## config.mk

```make
export PLATFORM = sky130hd
export DESIGN_NAME = ipq_src_ctrl
export DESIGN_NICKNAME = d
export VERILOG_FILES = /design/src/rtl/ipq_pkg.sv /design/src/rtl/ipq_access_decode.sv /design/src/rtl/ipq_cell.sv /design/src/rtl/ipq_notify.sv /design/src/rtl/ipq_src_ctrl.sv
export SDC_FILE = /design/constraint.sdc
export NUM_CORES = 1
export LEC_CHECK = 0
export ABC_AREA = 1
export ABC_CLOCK_PERIOD_IN_PS = 1950
export CORE_MARGIN = 4
export CORE_UTILIZATION = 50
export DETAILED_ROUTE_END_ITERATION = 6
export DONT_BUFFER_PORTS = 1
export GPL_ROUTABILITY_DRIVEN = 0
export PLACE_DENSITY_LB_ADDON = 0.3
export SYNTH_ARGS = -nofsm -noshare
export SYNTH_HDL_FRONTEND = slang
export SYNTH_SLANG_ARGS = --single-unit
```

## constraint.sdc

```tcl
create_clock -name clk -period 1.95 [get_ports clk]
set_clock_uncertainty 0.05 [all_clocks]
set_input_delay 0.0975 -clock clk [delete_from_list [all_inputs] [get_ports clk]]
set_output_delay 0.0975 -clock clk [all_outputs]
set_load 0.02 [all_outputs]
```

## src/rtl/ipq_pkg.sv

```systemverilog
package ipq_pkg;

  typedef enum logic [2:0] {
    OP_NONE,
    OP_TRIG,
    OP_EOI,
    OP_GET,
    OP_SET
  } pq_op_e;

  localparam logic [1:0] PQ_IDLE   = 2'b00;
  localparam logic [1:0] PQ_OFF    = 2'b01;
  localparam logic [1:0] PQ_PEND   = 2'b10;
  localparam logic [1:0] PQ_QUEUED = 2'b11;

  localparam logic [3:0] CODE_LOAD_EOI  = 4'h0;
  localparam logic [3:0] CODE_STORE_EOI = 4'h4;
  localparam logic [3:0] CODE_GET       = 4'h8;
  localparam logic [1:0] CODE_SET_HI    = 2'b11;

  typedef struct packed {
    logic [1:0] pq;
    logic       fire;
  } pq_step_t;

  // Trigger: idle -> pending with a notification; pending -> queued; others hold.
  function automatic pq_step_t pq_trigger(input logic [1:0] s);
    pq_step_t r;
    r.pq   = s;
    r.fire = 1'b0;
    if (s == PQ_IDLE) begin
      r.pq   = PQ_PEND;
      r.fire = 1'b1;
    end else if (s == PQ_PEND) begin
      r.pq = PQ_QUEUED;
    end
    return r;
  endfunction

  // End of interrupt; still_high re-fires a level source that is still asserted.
  function automatic pq_step_t pq_eoi(input logic [1:0] s, input logic still_high);
    pq_step_t r;
    r.pq   = s;
    r.fire = 1'b0;
    if (s == PQ_QUEUED) begin
      r.pq   = PQ_PEND;
      r.fire = 1'b1;
    end else if (s == PQ_PEND) begin
      r.pq   = still_high ? PQ_PEND : PQ_IDLE;
      r.fire = still_high;
    end
    return r;
  endfunction

endpackage

```

## src/rtl/ipq_access_decode.sv

```systemverilog
module ipq_access_decode
  import ipq_pkg::*;
#(
  parameter int N          = 8,
  parameter int PAGE_SHIFT = 13,
  localparam int SRC_W     = (N > 1) ? $clog2(N) : 1,
  localparam int ADDR_W    = SRC_W + PAGE_SHIFT
) (
  input  logic              acc_valid,
  input  logic              acc_write,
  input  logic [ADDR_W-1:0] acc_addr,
  input  logic              store_eoi_en,
  output pq_op_e            op,
  output logic [1:0]        set_val,
  output logic [N-1:0]      hit
);

  localparam bit TWO_PAGE = (PAGE_SHIFT % 2) == 1;
  localparam int SUB_W    = TWO_PAGE ? PAGE_SHIFT - 1 : PAGE_SHIFT;

  logic [SRC_W-1:0] idx;
  logic [3:0]       code;
  logic             mgmt_half;
  logic             misaligned;

  assign idx  = acc_addr[ADDR_W-1:PAGE_SHIFT];
  assign code = acc_addr[11:8];

  generate
    if (TWO_PAGE) begin : g_two
      assign mgmt_half = acc_addr[PAGE_SHIFT-1];
    end else begin : g_one
      assign mgmt_half = 1'b1;
    end
    if (SUB_W > 12) begin : g_wide
      assign misaligned = |{acc_addr[SUB_W-1:12], acc_addr[7:0]};
    end else begin : g_narrow
      assign misaligned = |acc_addr[7:0];
    end
    for (genvar i = 0; i < N; i++) begin : g_hit
      assign hit[i] = acc_valid && (idx == SRC_W'(i));
    end
  endgenerate

  always_comb begin
    op      = OP_NONE;
    set_val = code[1:0];
    if (acc_valid) begin
      if (misaligned) begin
        op = acc_write ? OP_NONE : OP_GET;
      end else if (!mgmt_half) begin
        op = acc_write ? OP_TRIG : OP_GET;
      end else if (acc_write) begin
        if (code == CODE_STORE_EOI) begin
          op = store_eoi_en ? OP_EOI : OP_NONE;
        end else begin
          op = TWO_PAGE ? OP_NONE : OP_TRIG;
        end
      end else if (code == CODE_LOAD_EOI) begin
        op = OP_EOI;
      end else if (code == CODE_GET) begin
        op = OP_GET;
      end else if (code[3:2] == CODE_SET_HI) begin
        op = OP_SET;
      end else begin
        op = OP_GET;
      end
    end
  end

endmodule

```

## src/rtl/ipq_cell.sv

```systemverilog
module ipq_cell
  import ipq_pkg::*;
#(
  parameter bit IS_LEVEL = 1'b0
) (
  input  logic       clk,
  input  logic       rst_n,
  input  logic       hit,
  input  pq_op_e     op,
  input  logic [1:0] set_val,
  input  logic       hw_trig,
  input  logic       lvl_in,
  output logic [1:0] pq,
  output logic       fire
);

  logic [1:0] pq_q;
  logic       asrt_q;
  logic [1:0] pq_d;
  logic       evt;
  pq_step_t   a_step;
  pq_step_t   t_step;
  logic [1:0] after_acc;
  logic       fire_acc;

  assign evt = IS_LEVEL ? (lvl_in & ~asrt_q) : hw_trig;

  always_comb begin
    after_acc = pq_q;
    fire_acc  = 1'b0;
    a_step    = '0;
    if (hit) begin
      unique case (op)
        OP_TRIG: begin
          a_step    = pq_trigger(pq_q);
          after_acc = a_step.pq;
          fire_acc  = a_step.fire;
        end
        OP_EOI: begin
          a_step    = pq_eoi(pq_q, IS_LEVEL && asrt_q);
          after_acc = a_step.pq;
          fire_acc  = a_step.fire;
        end
        OP_SET:  after_acc = set_val;
        default: after_acc = pq_q;
      endcase
    end
    t_step = pq_trigger(after_acc);
    if (evt) begin
      pq_d = t_step.pq;
      fire = fire_acc | t_step.fire;
    end else begin
      pq_d = after_acc;
      fire = fire_acc;
    end
  end

  always_ff @(posedge clk or negedge rst_n) begin
    if (!rst_n) begin
      pq_q   <= PQ_IDLE;
      asrt_q <= 1'b0;
    end else begin
      pq_q   <= pq_d;
      asrt_q <= IS_LEVEL ? lvl_in : 1'b0;
    end
  end

  assign pq = pq_q;

endmodule

```

## src/rtl/ipq_notify.sv

```systemverilog
module ipq_notify #(
  parameter int N     = 8,
  parameter int SRC_W = 3
) (
  input  logic             clk,
  input  logic             rst_n,
  input  logic [N-1:0]     fire,
  output logic             ntf_valid,
  input  logic             ntf_ready,
  output logic [SRC_W-1:0] ntf_src
);

  logic [N-1:0]     nreq_q;
  logic [N-1:0]     clr;
  logic             out_v_q;
  logic [SRC_W-1:0] out_s_q;
  logic [SRC_W-1:0] pick;
  logic             any;
  logic             free;

  assign free = !out_v_q || ntf_ready;
  assign any  = |nreq_q;

  always_comb begin
    pick = '0;
    for (int i = N - 1; i >= 0; i--) begin
      if (nreq_q[i]) pick = SRC_W'(i);
    end
  end

  assign clr = (free && any) ? (N'(1) << pick) : '0;

  always_ff @(posedge clk or negedge rst_n) begin
    if (!rst_n) begin
      nreq_q  <= '0;
      out_v_q <= 1'b0;
      out_s_q <= '0;
    end else begin
      nreq_q <= (nreq_q & ~clr) | fire;
      if (free) begin
        out_v_q <= any;
        out_s_q <= pick;
      end
    end
  end

  assign ntf_valid = out_v_q;
  assign ntf_src   = out_s_q;

endmodule

```

## src/rtl/ipq_src_ctrl.sv

```systemverilog
module ipq_src_ctrl
  import ipq_pkg::*;
#(
  parameter int           N          = 8,
  parameter int           PAGE_SHIFT = 13,
  parameter logic [N-1:0] LEVEL_MASK = 'hC0,
  localparam int SRC_W  = (N > 1) ? $clog2(N) : 1,
  localparam int ADDR_W = SRC_W + PAGE_SHIFT
) (
  input  logic              clk,
  input  logic              rst_n,
  input  logic [N-1:0]      trig_pulse,
  input  logic [N-1:0]      lvl_in,
  input  logic              store_eoi_en,
  input  logic              acc_valid,
  input  logic              acc_write,
  input  logic [ADDR_W-1:0] acc_addr,
  output logic              rsp_valid,
  output logic [1:0]        rsp_pq,
  output logic              ntf_valid,
  input  logic              ntf_ready,
  output logic [SRC_W-1:0]  ntf_src
);

  pq_op_e          op;
  logic [1:0]      set_val;
  logic [N-1:0]    hit;
  logic [N-1:0]    fire;
  logic [N-1:0][1:0] pq_vec;
  logic [1:0]      old_pq;
  logic            rsp_v_q;
  logic [1:0]      rsp_pq_q;

  ipq_access_decode #(.N(N), .PAGE_SHIFT(PAGE_SHIFT)) u_dec (
    .acc_valid   (acc_valid),
    .acc_write   (acc_write),
    .acc_addr    (acc_addr),
    .store_eoi_en(store_eoi_en),
    .op          (op),
    .set_val     (set_val),
    .hit         (hit)
  );

  generate
    for (genvar i = 0; i < N; i++) begin : g_cell
      ipq_cell #(.IS_LEVEL(LEVEL_MASK[i])) u_cell (
        .clk    (clk),
        .rst_n  (rst_n),
        .hit    (hit[i]),
        .op     (op),
        .set_val(set_val),
        .hw_trig(trig_pulse[i]),
        .lvl_in (lvl_in[i]),
        .pq     (pq_vec[i]),
        .fire   (fire[i])
      );
    end
  endgenerate

  ipq_notify #(.N(N), .SRC_W(SRC_W)) u_ntf (
    .clk      (clk),
    .rst_n    (rst_n),
    .fire     (fire),
    .ntf_valid(ntf_valid),
    .ntf_ready(ntf_ready),
    .ntf_src  (ntf_src)
  );

  always_comb begin
    old_pq = PQ_IDLE;
    for (int i = 0; i < N; i++) begin
      if (hit[i]) old_pq = pq_vec[i];
    end
  end

  always_ff @(posedge clk or negedge rst_n) begin
    if (!rst_n) begin
      rsp_v_q  <= 1'b0;
      rsp_pq_q <= PQ_IDLE;
    end else begin
      rsp_v_q <= acc_valid && !acc_write;
      if (acc_valid && !acc_write) rsp_pq_q <= old_pq;
    end
  end

  assign rsp_valid = rsp_v_q;
  assign rsp_pq    = rsp_pq_q;

endmodule

```

==> flow_summary.yaml, run 1 <==
timing:
  slew_headroom_pct: 70.5
  tns_ns: 0
  hold_viol: 0
  drv_slew: 0
  min_period_over_period_pct: 91.8
  setup-violations-final: 0
  grt_setup_unrepaired: "no"
  worst-slew-pin-transition_ns: 0.438
  timing.fmax_mhz: 558
  fin_crit_ns: 1.79
routing:
  drc: 0
  routed_wl_um: 6580
  wl_per_cell_um: 13.2
  routed_via_density: 5.33
  dr.first_iter.drc_count: 177
  drt_pass1_iterations: 5
  vias: 2651
  ant_nets: 0
power:
  power.share.combinational_pct: 22.6
  finalPower_uw: 1770
  p_int_uw: 1130
  ir_drop_mv: 0.361
  p_leak_uw: 0.00150
  powerDensity_nw_per_um2: 617
  p_seq_share_pct: 47.7
  switching_share_pct: 35.9
  switchingPower_uw: 636
  p_clk_share_pct: 29.8
clock_network:
  numClockSinks: 33
  clockBufferDepth: 2
  cts.clk_slew.worst_paths_ns: 0.08
  cts_tree: "yes"
  clk_latency_ns: 0.30
  numCtsBuffers: 5
  h-tree-depth: 2
  post_cts_buffers: 0
  clockRootBuffer: "clkbuf_8"
floorplan:
  die_x_um: 78.6
  core-area_um2: 4790
  ios: 45
  die_y_um: 78.6
  die-area_um2: 6170
  start_util_pct: 52.0
  rows: 25
critical_path:
  cp-startpoint: "acc_write"
  max_stage_delay_ns: 0.55
  crit_path_end_kind: "register"
  crit_arrival_ns: 1.97
  start_kind: "primary input"
  cp_common_cell: "nand2_1"
  regToRegStartpoint: "u_ntf.nreq_q[6]"
  cp_max_fo: 8
  crit_type: "primary input to register"
  crit_slowest_cell: "dlygate4sd3_1"
  cp.required_ns: 2.13
  crit_chain: "dlygate4sd3_1, nor2_2, inv_2, nor3_4, nand3b_4, nand2_1, o21ai_2, nand3_1, nand2_1"
finish:
  nNetsFinal: 467
  layout-drive-gt1-share_pct: 8.84
  n_antenna_cell: 0
  area_growth_syn_to_layout_pct: 15.2
  fillers: 471
placed_design:
  hpwl_um: 4950
  io_buffers: 0
global_routing:
  antenna_found_initial: 0
  grt_start_max_net_pins: 34
  grt_pass1_vias: 2544
  overflow: 0
  grt_pass1_wl_um: 11100
  groute.usage.overall_pct: 22.7
logic_synthesis:
  synth_top_family_by_area: "simple AND/OR/NAND/NOR gates"
  synth_xor_area_share_pct: 0
  synthMuxAreaShare_pct: 0
  synthAdderAreaFrac_pct: 0
  avgSynthCellArea_um2: 6.16
  synth-compound-area-share_pct: 11.0
  ys_types: 24
  netlist_area_um2: 2490
  synthSimpleGateAreaFrac_pct: 46.5
  syn-num-nets: 442
  ys_seq_area_share_pct: 33.2
  yosysWarnings: 0
  syn_inst: 404
  ys_ff_latch: 33
hold_path:
  hold_start: "acc_addr[14]"
  hp-class: "primary input to register"
status:
  status: "finished, final reports clean"
job:
  maxCapViolCount: 0
## worst max-delay path: cells and delay by family
| kind | cells | cell delay, ns |
|---|---|---|
| buf+inv | 2 | 0.66 |
| simple gates | 6 | 1.01 |
| compound gates | 1 | 0.20 |
## layer usage
| metal | wire length [um] | vias up | GRT usage, % |
|---|---|---|---|
| met1 | 2840 | 1206 | 28.7 |
| met2 | 3130 | 75 | 37.4 |
| met3 | 444 | 20 | 5.28 |
| met5 | 0 | - | 0 |
| li1 | - | 1350 | - |
| met4 | 170 | 0 | 9.27 |
## state kept, by name, indices dropped and copies added, names as in the netlist
name,cells
g_cell.u_cell.asrt_q,2
g_cell.u_cell.pq,16
rsp_pq,2
rsp_valid,1
u_ntf.nreq_q,8
u_ntf.ntf_src,3
u_ntf.ntf_valid,1
## cell usage after synthesis
master,count,area share [%]
nand3_2,2,0.80
a31oi_1,1,0.25
nor3_1,13,2.6
inv_1,59,8.9
nand3b_4,1,0.80
o2111ai_1,1,0.35
nor2_1,55,8.3
o21ai_0,19,3.8
nand2_2,3,0.75
a22oi_1,4,1.2
o22ai_1,1,0.25
a21oi_1,12,2.4
nand2_4,2,0.90
nor2_4,2,0.90
inv_2,3,0.45
dfrtp_1,33,33
o21ai_2,7,2.5
nand4_1,4,1.0
nand2_1,125,19
nor2_2,1,0.25
nor3b_1,1,0.30
nand3_1,53,11
o21ai_1,1,0.20
nor3_2,1,0.40
## layout make-up
class / count / area [um^2] / area share (%)
well taps: 67 / 83.8 / 2.92
multi-input cells: 309 / 1460 / 50.9
clock buffers: 5 / 68.8 / 2.40
inverters: 62 / 235 / 8.20
repair buffers: 18 / 178 / 6.19
flip-flops and latches: 33 / 826 / 28.8
clock inverters: 3 / 17.5 / 0.611
## timing repair
| item | CTS | global route |
|---|---|---|
| hold buffers | 13 | 0 |
| endpoints found under the hold margin | 60 | 0 |
| resized for setup | 0 | 7 |
| setup endpoints to repair | 0 | 10 |
## per-stage QoR
step           area [um^2]  setup slack (ns)  utilization [%]  hold slack, ns  std cells
5_1_grt               2870            0.0232             59.9           0.129        497
6_report              2870             0.159             59.9          0.0898        497
2_1_floorplan         2490             0.455                -          -0.248        404
3_5_place_dp          2610             0.178             54.6          -0.247        476
4_1_cts               2840             0.102             59.3          0.0939        497
3_3_place_gp          2610             0.210             54.6          -0.247        476
## power groups by stage
stage	sequential [uW]	clock, uW	combinational, uW
floorplan	846	0	275
global placement	858	0	347
detailed placement	858	0	353
CTS	845	535	398
global route	850	563	469
finish	843	527	399
## final timing paths
| path | endpoint | slack [ns] | cells past startpoint |
|---|---|---|---|
| setup / recovery | u_ntf.nreq_q[3] | 0.16 | 9 |
| setup reg to reg | u_ntf.nreq_q[4] | 0.37 | 9 |
| hold reg to reg | u_ntf.nreq_q[0] | 0.49 | 2 |
| max in group asynchronous | u_ntf.nreq_q[2] | 1.45 | 2 |
| hold / removal | u_ntf.nreq_q[5] | 0.09 | 3 |
| min in group asynchronous | g_cell[4].u_cell.pq[0] | 0.22 | 2 |
## layout by cell type (no fill, tap or decap), drive strengths merged
cell type    netlist  final
nand3b             1      1
a21oi             12     12
nand4              4      4
nor2              58     58
clkinv             0      2
inv               62     62
a22oi              4      4
nor3              14     14
a31oi              1      1
o21ai             27     27
dlygate4sd3        0     12
buf                0      6
nand3             55     55
nand2            130    130
nor3b              1      1
o2111ai            1      1
o22ai              1      1
dfrtp             33     33
clkinvlp           0      1
clkbuf             0      5
## cell families (layout without fill, tap and decap cells)
logic type      Yosys count  in the layout
buf+inv                  62             88
simple gates            263            263
flops                    33             33
compound gates           46             46
(Power assumes the default switching activity.)
==> run 2: changes to the inputs <==
ABC_AREA = unset   (was 1)
==> run 2 against run 1 <==
  * Critical endpoint is now u_ntf.nreq_q[6]
  * Cell count fell by 29%
  * Area after synthesis fell by 7.2%
  * Clock power rose by 26%
  * Non-clock buffer count rose by 15
==> flow_summary.yaml, run 2 <==
status:
  status: "finished, final reports clean"
logic_synthesis:
  syn_inst: 269
  ys_ff_latch: 33
  synth-edff-count: 0
  async_reset_ff_share_pct: 100
  ys_top_cells_by_count: "dfrtp_1, o21ai_0, nand2_1"
  synthMostInstantiatedCell: "dfrtp_1"
  ys_seq_area_share_pct: 35.7
  synth_top_area_share_pct: 35.7
  ys.flop_type: "dfrtp_1"
  yosysWarnings: 0
  synthTopCellsByArea: "dfrtp_1, o21ai_0, a31o_2, a31oi_1, nand2b_1"
  netlist_area_um2: 2310
  syn-num-nets: 307
  avgSynthCellArea_um2: 8.59
  ys_types: 49
  synth_top_cell_by_area: "dfrtp_1"
clock_network:
  clk_latency_ns: 0.28
  clockBufferDepth: 2
  numCtsBuffers: 5
  cts_tree: "yes"
  post_cts_buffers: 0
  clockRootBuffer: "clkbuf_8"
  cts.clk_slew.worst_paths_ns: 0.07
  h-tree-depth: 2
  numClockSinks: 33
  cts_resized: 0
routing:
  routed_wl_um: 5840
  vias: 2238
  drc: 0
  wl_per_cell_um: 16.6
  routed_via_density: 6.34
  ant_nets: 0
  dr.first_iter.drc_count: 201
  drt_pass1_iterations: 5
finish:
  final_cell_mix: "dfrtp_1, o21ai_0, nand2_1, buf_4, a31oi_1"
  area_growth_syn_to_layout_pct: 19.4
  final_area_um2: 2760
  n_antenna_cell: 0
  largest_reg_flops: 16
  nNetsFinal: 338
  layout-drive-gt1-share_pct: 18.3
  final_common_cell: "dfrtp_1"
critical_path:
  regToRegStartpoint: "u_ntf.nreq_q[6]"
  cp-startpoint: "u_ntf.nreq_q[6]"
  crit_type: "register to register"
  crit_path_end_kind: "register"
  cp_max_fo: 4
  start_kind: "register"
  crit_arrival_ns: 1.83
  cp.required_ns: 2.03
floorplan:
  die-area_um2: 5770
  ios: 45
  die_x_um: 76.0
  die_y_um: 76.0
  start_util_pct: 52.4
  core-area_um2: 4410
  rows: 24
global_routing:
  groute.usage.overall_pct: 21.2
  grt_pass1_wl_um: 10100
  antenna_found_initial: 0
  grt_pass1_vias: 2104
  overflow: 0
  grt_start_max_net_pins: 34
timing:
  worst-slew-pin-transition_ns: 0.495
  grt_setup_unrepaired: "no"
  tns_ns: 0
  setup-violations-final: 0
  fin_crit_ns: 1.75
  whs_ns: 0.00599
  slew_headroom_pct: 66.7
  timing.fmax_mhz: 572
  hold_viol: 0
  min_period_over_period_pct: 89.6
  drv_slew: 0
power:
  p_leak_uw: 0.00105
  ir_drop_mv: 0.327
  powerDensity_nw_per_um2: 711
placed_design:
  hpwl_um: 4370
  io_buffers: 0
  placed_cell_area_um2: 2520
hold_path:
  hold_start: "acc_write"
  hp-class: "primary input to register"
job:
  maxCapViolCount: 0
[run 2: cell types whose count changed after synthesis, sizes merged, moves of 17 or more]
cell    before  now
a31oi        1   21
inv         62   13
nand2b       0   17
nand2      130   23
nand3       55    6
nor2        58   14
[run 2: logic make-up (layout without fill, tap and decap cells)]
family | Yosys count | count (layout) | synth area share, %
AOI/OAI and AO/OA | 112 | 112 | 35.0
buffers and inverters | 22 | 54 | 4.01
DFF | 33 | 33 | 35.7
muxes | 1 | 1 | 0.487
and+or+nand+nor | 101 | 101 | 24.8
[run 2: final timing paths]
path | end | slack, ns | cells past startpoint
setup / recovery | u_ntf.nreq_q[6] | 0.20 | 6
hold / removal | rsp_valid | 0.006 | 2
setup reg to reg | u_ntf.nreq_q[6] | 0.20 | 6
hold reg to reg | g_cell[6].u_cell.pq[0] | 0.55 | 2
max in group asynchronous | u_ntf.nreq_q[3] | 1.48 | 2
min in group asynchronous | u_ntf.nreq_q[4] | 0.20 | 2
[run 2: worst max-delay path: stages (launching register included)]
cell	delay, ns
dfrtp_1	0.40
nand2b_1	0.12
a21oi_1	0.06
o21bai_1	0.21
inv_1	0.07
o41ai_1	0.51
o211ai_1	0.18
[run 2: per-stage QoR]
step / power, uW / instances / util (%) / worst slack, ns
after global routing: 2080 / 353 / 62.5 / 0.00867
after detailed placement: 1270 / 334 / 57.1 / 0.00341
final: 1960 / 353 / 62.5 / 0.202
after floorplan: 1160 / 269 / - / 0.0358
after global placement: 1260 / 334 / 57.1 / 0.0167
after CTS: 1980 / 353 / 62.5 / 0.176
[run 2: final cells by class]
| cell class | instances | area (um^2) |
|---|---|---|
| clock inverter | 1 | 30.0 |
| multi-input combinational | 214 | 1390 |
| tap | 52 | 65.1 |
| inverter | 13 | 48.8 |
| clock buffer | 7 | 86.3 |
| sequential | 33 | 826 |
| fill | 377 | 1660 |
| timing repair buffer | 33 | 310 |
[run 2: power by group]
group	total, uW	internal (uW)	switching [uW]
Sequential	863	761	102
Clock	663	416	247
Combinational	435	204	231
[run 2: metal layers]
metal | vias up | track usage [%] | wire (um)
li1 | 1090 | - | -
met4 | 0 | 7.47 | 113
met1 | 1048 | 29.1 | 2570
met5 | - | 0 | 0
met3 | 12 | 5.44 | 437
met2 | 88 | 32.4 | 2720
[run 2: repair_timing]
action / CTS / global route
hold buffers: 11 / 0
endpoints found under the hold margin: 56 / 0
endpoints found under the setup margin: 0 / 0
==> run 3: changes to the inputs <==
RECOVER_POWER = 50   (was unset)
==> run 3 against run 2 <==
  * Combinational power fell by 1%
  * Cell count stayed put
  * Total power decreased by 0.26%
  * First-iteration DRC count is 18% lower
  * Fmax grew 0.16%
  * Highest routed layer unchanged
==> flow_summary.yaml, run 3 (same netlist as run 2, synthesis figures left out) <==
finish:
  n_antenna_cell: 0
  fillers: 379
  area_growth_syn_to_layout_pct: 18.7
  layout-drive-gt1-share_pct: 18.3
  final_cell_mix: "dfrtp_1, o21ai_0, nand2_1, buf_4, a31oi_1"
  final_common_cell: "dfrtp_1"
  nNetsFinal: 338
  largest_reg_flops: 16
clock_network:
  h-tree-depth: 2
  clockBufferDepth: 2
  clk_latency_ns: 0.28
  numClockSinks: 33
  cts.clk_slew.worst_paths_ns: 0.07
  clockRootBuffer: "clkbuf_8"
  post_cts_buffers: 0
  numCtsBuffers: 5
  cts_tree: "yes"
job:
  maxCapViolCount: 0
timing:
  worst-slew-pin-transition_ns: 0.783
  grt_setup_unrepaired: "no"
  drv_slew: 0
  setup-violations-final: 0
  fin_crit_ns: 1.75
  slew_headroom_pct: 47.8
  min_period_over_period_pct: 89.5
  hold_viol: 0
  timing.fmax_mhz: 573
  tns_ns: 0
  whs_ns: 0.00889
global_routing:
  grt_start_max_net_pins: 34
  grt_pass1_vias: 2104
  grt_pass1_wl_um: 10100
  antenna_found_initial: 0
  overflow: 0
  groute.usage.overall_pct: 21.2
power:
  power.share.combinational_pct: 22.0
  powerDensity_nw_per_um2: 713
  p_seq_share_pct: 44.1
  p_int_uw: 1380
  switchingPower_uw: 578
  switching_share_pct: 29.6
  p_leak_uw: 0.00105
  p_clk_share_pct: 33.9
  ir_drop_mv: 0.327
critical_path:
  crit_type: "register to register"
  crit_path_end_kind: "register"
  crit_arrival_ns: 1.83
  cp_max_fo: 4
  cp.required_ns: 2.03
  crit_slowest_cell: "o41ai_1"
  critPathBufInv: 1
  crit_chain: "nand2b_1, a21oi_1, o21bai_1, inv_1, o41ai_1, o211ai_1"
  crit_family: "compound AO/OA/AOI/OAI gates"
  max_stage_delay_ns: 0.51
  start_kind: "register"
routing:
  routed_via_density: 6.34
  ant_nets: 0
  drt_pass1_iterations: 5
  routed_wl_um: 5870
  wl_per_cell_um: 16.6
  drc: 0
  dr.first_iter.drc_count: 165
  vias: 2238
floorplan:
  die_y_um: 76.0
  ios: 45
  rows: 24
  core-area_um2: 4410
  start_util_pct: 52.4
  die-area_um2: 5770
  die_x_um: 76.0
placed_design:
  hpwl_um: 4370
  io_buffers: 0
status:
  status: "finished, final reports clean"
hold_path:
  hp-class: "primary input to register"
## run 3: layout make-up
| class | instances | area (um^2) | area share [%] |
|---|---|---|---|
| Tap cell | 52 | 65.1 | 2.37 |
| Clock inverter | 1 | 30.0 | 1.09 |
| Multi-Input combinational cell | 214 | 1390 | 50.8 |
| Inverter | 13 | 48.8 | 1.78 |
| Timing Repair Buffer | 33 | 295 | 10.8 |
| Sequential cell | 33 | 826 | 30.1 |
| Clock buffer | 7 | 86.3 | 3.15 |
## run 3: final timing paths
path | depth (start not counted) | start | slack [ns] | endpoint
max | 6 | u_ntf.nreq_q[6] | 0.20 | u_ntf.nreq_q[6]
min | 2 | acc_write | 0.009 | rsp_valid
max reg2reg | 6 | u_ntf.nreq_q[6] | 0.20 | u_ntf.nreq_q[6]
min reg2reg | 2 | g_cell[6].u_cell.asrt_q | 0.55 | g_cell[6].u_cell.pq[0]
max in group asynchronous | 2 | rst_n | 0.97 | u_ntf.nreq_q[3]
min in group asynchronous | 2 | rst_n | 0.38 | g_cell[6].u_cell.asrt_q
## run 3: through the flow
stage	worst slack, ns	util [%]	power (uW)	area (um^2)	std cells
4_1_cts	0.176	62.5	1980	2760	353
6_report	0.205	62.2	1960	2740	353
2_1_floorplan	0.0358	-	1160	2310	269
5_1_grt	0.00867	62.2	2080	2740	353
3_5_place_dp	0.00341	57.1	1270	2520	334
3_3_place_gp	0.0167	57.1	1260	2520	334
## run 3: what timing repair did
item | CTS | global route
hold buffers | 11 | 0
gates resized for setup | 0 | 0
endpoints found under the hold margin | 56 | 0
## run 3: layer usage
layer | up-vias | part of all wire [%] | global-route usage (%)
met1 | 1065 | 44 | 29.1
met5 | - | 0 | 0
li1 | 1088 | - | -
met4 | 0 | 1.7 | 7.47
met3 | 10 | 6.9 | 5.44
met2 | 75 | 47 | 32.4
## run 3: power by group through the flow
stage	clock, uW	sequential [uW]	combinational (uW)
floorplan	0	869	289
global placement	0	872	391
detailed placement	0	876	396
CTS	680	863	436
global route	718	872	489
finish	663	863	430
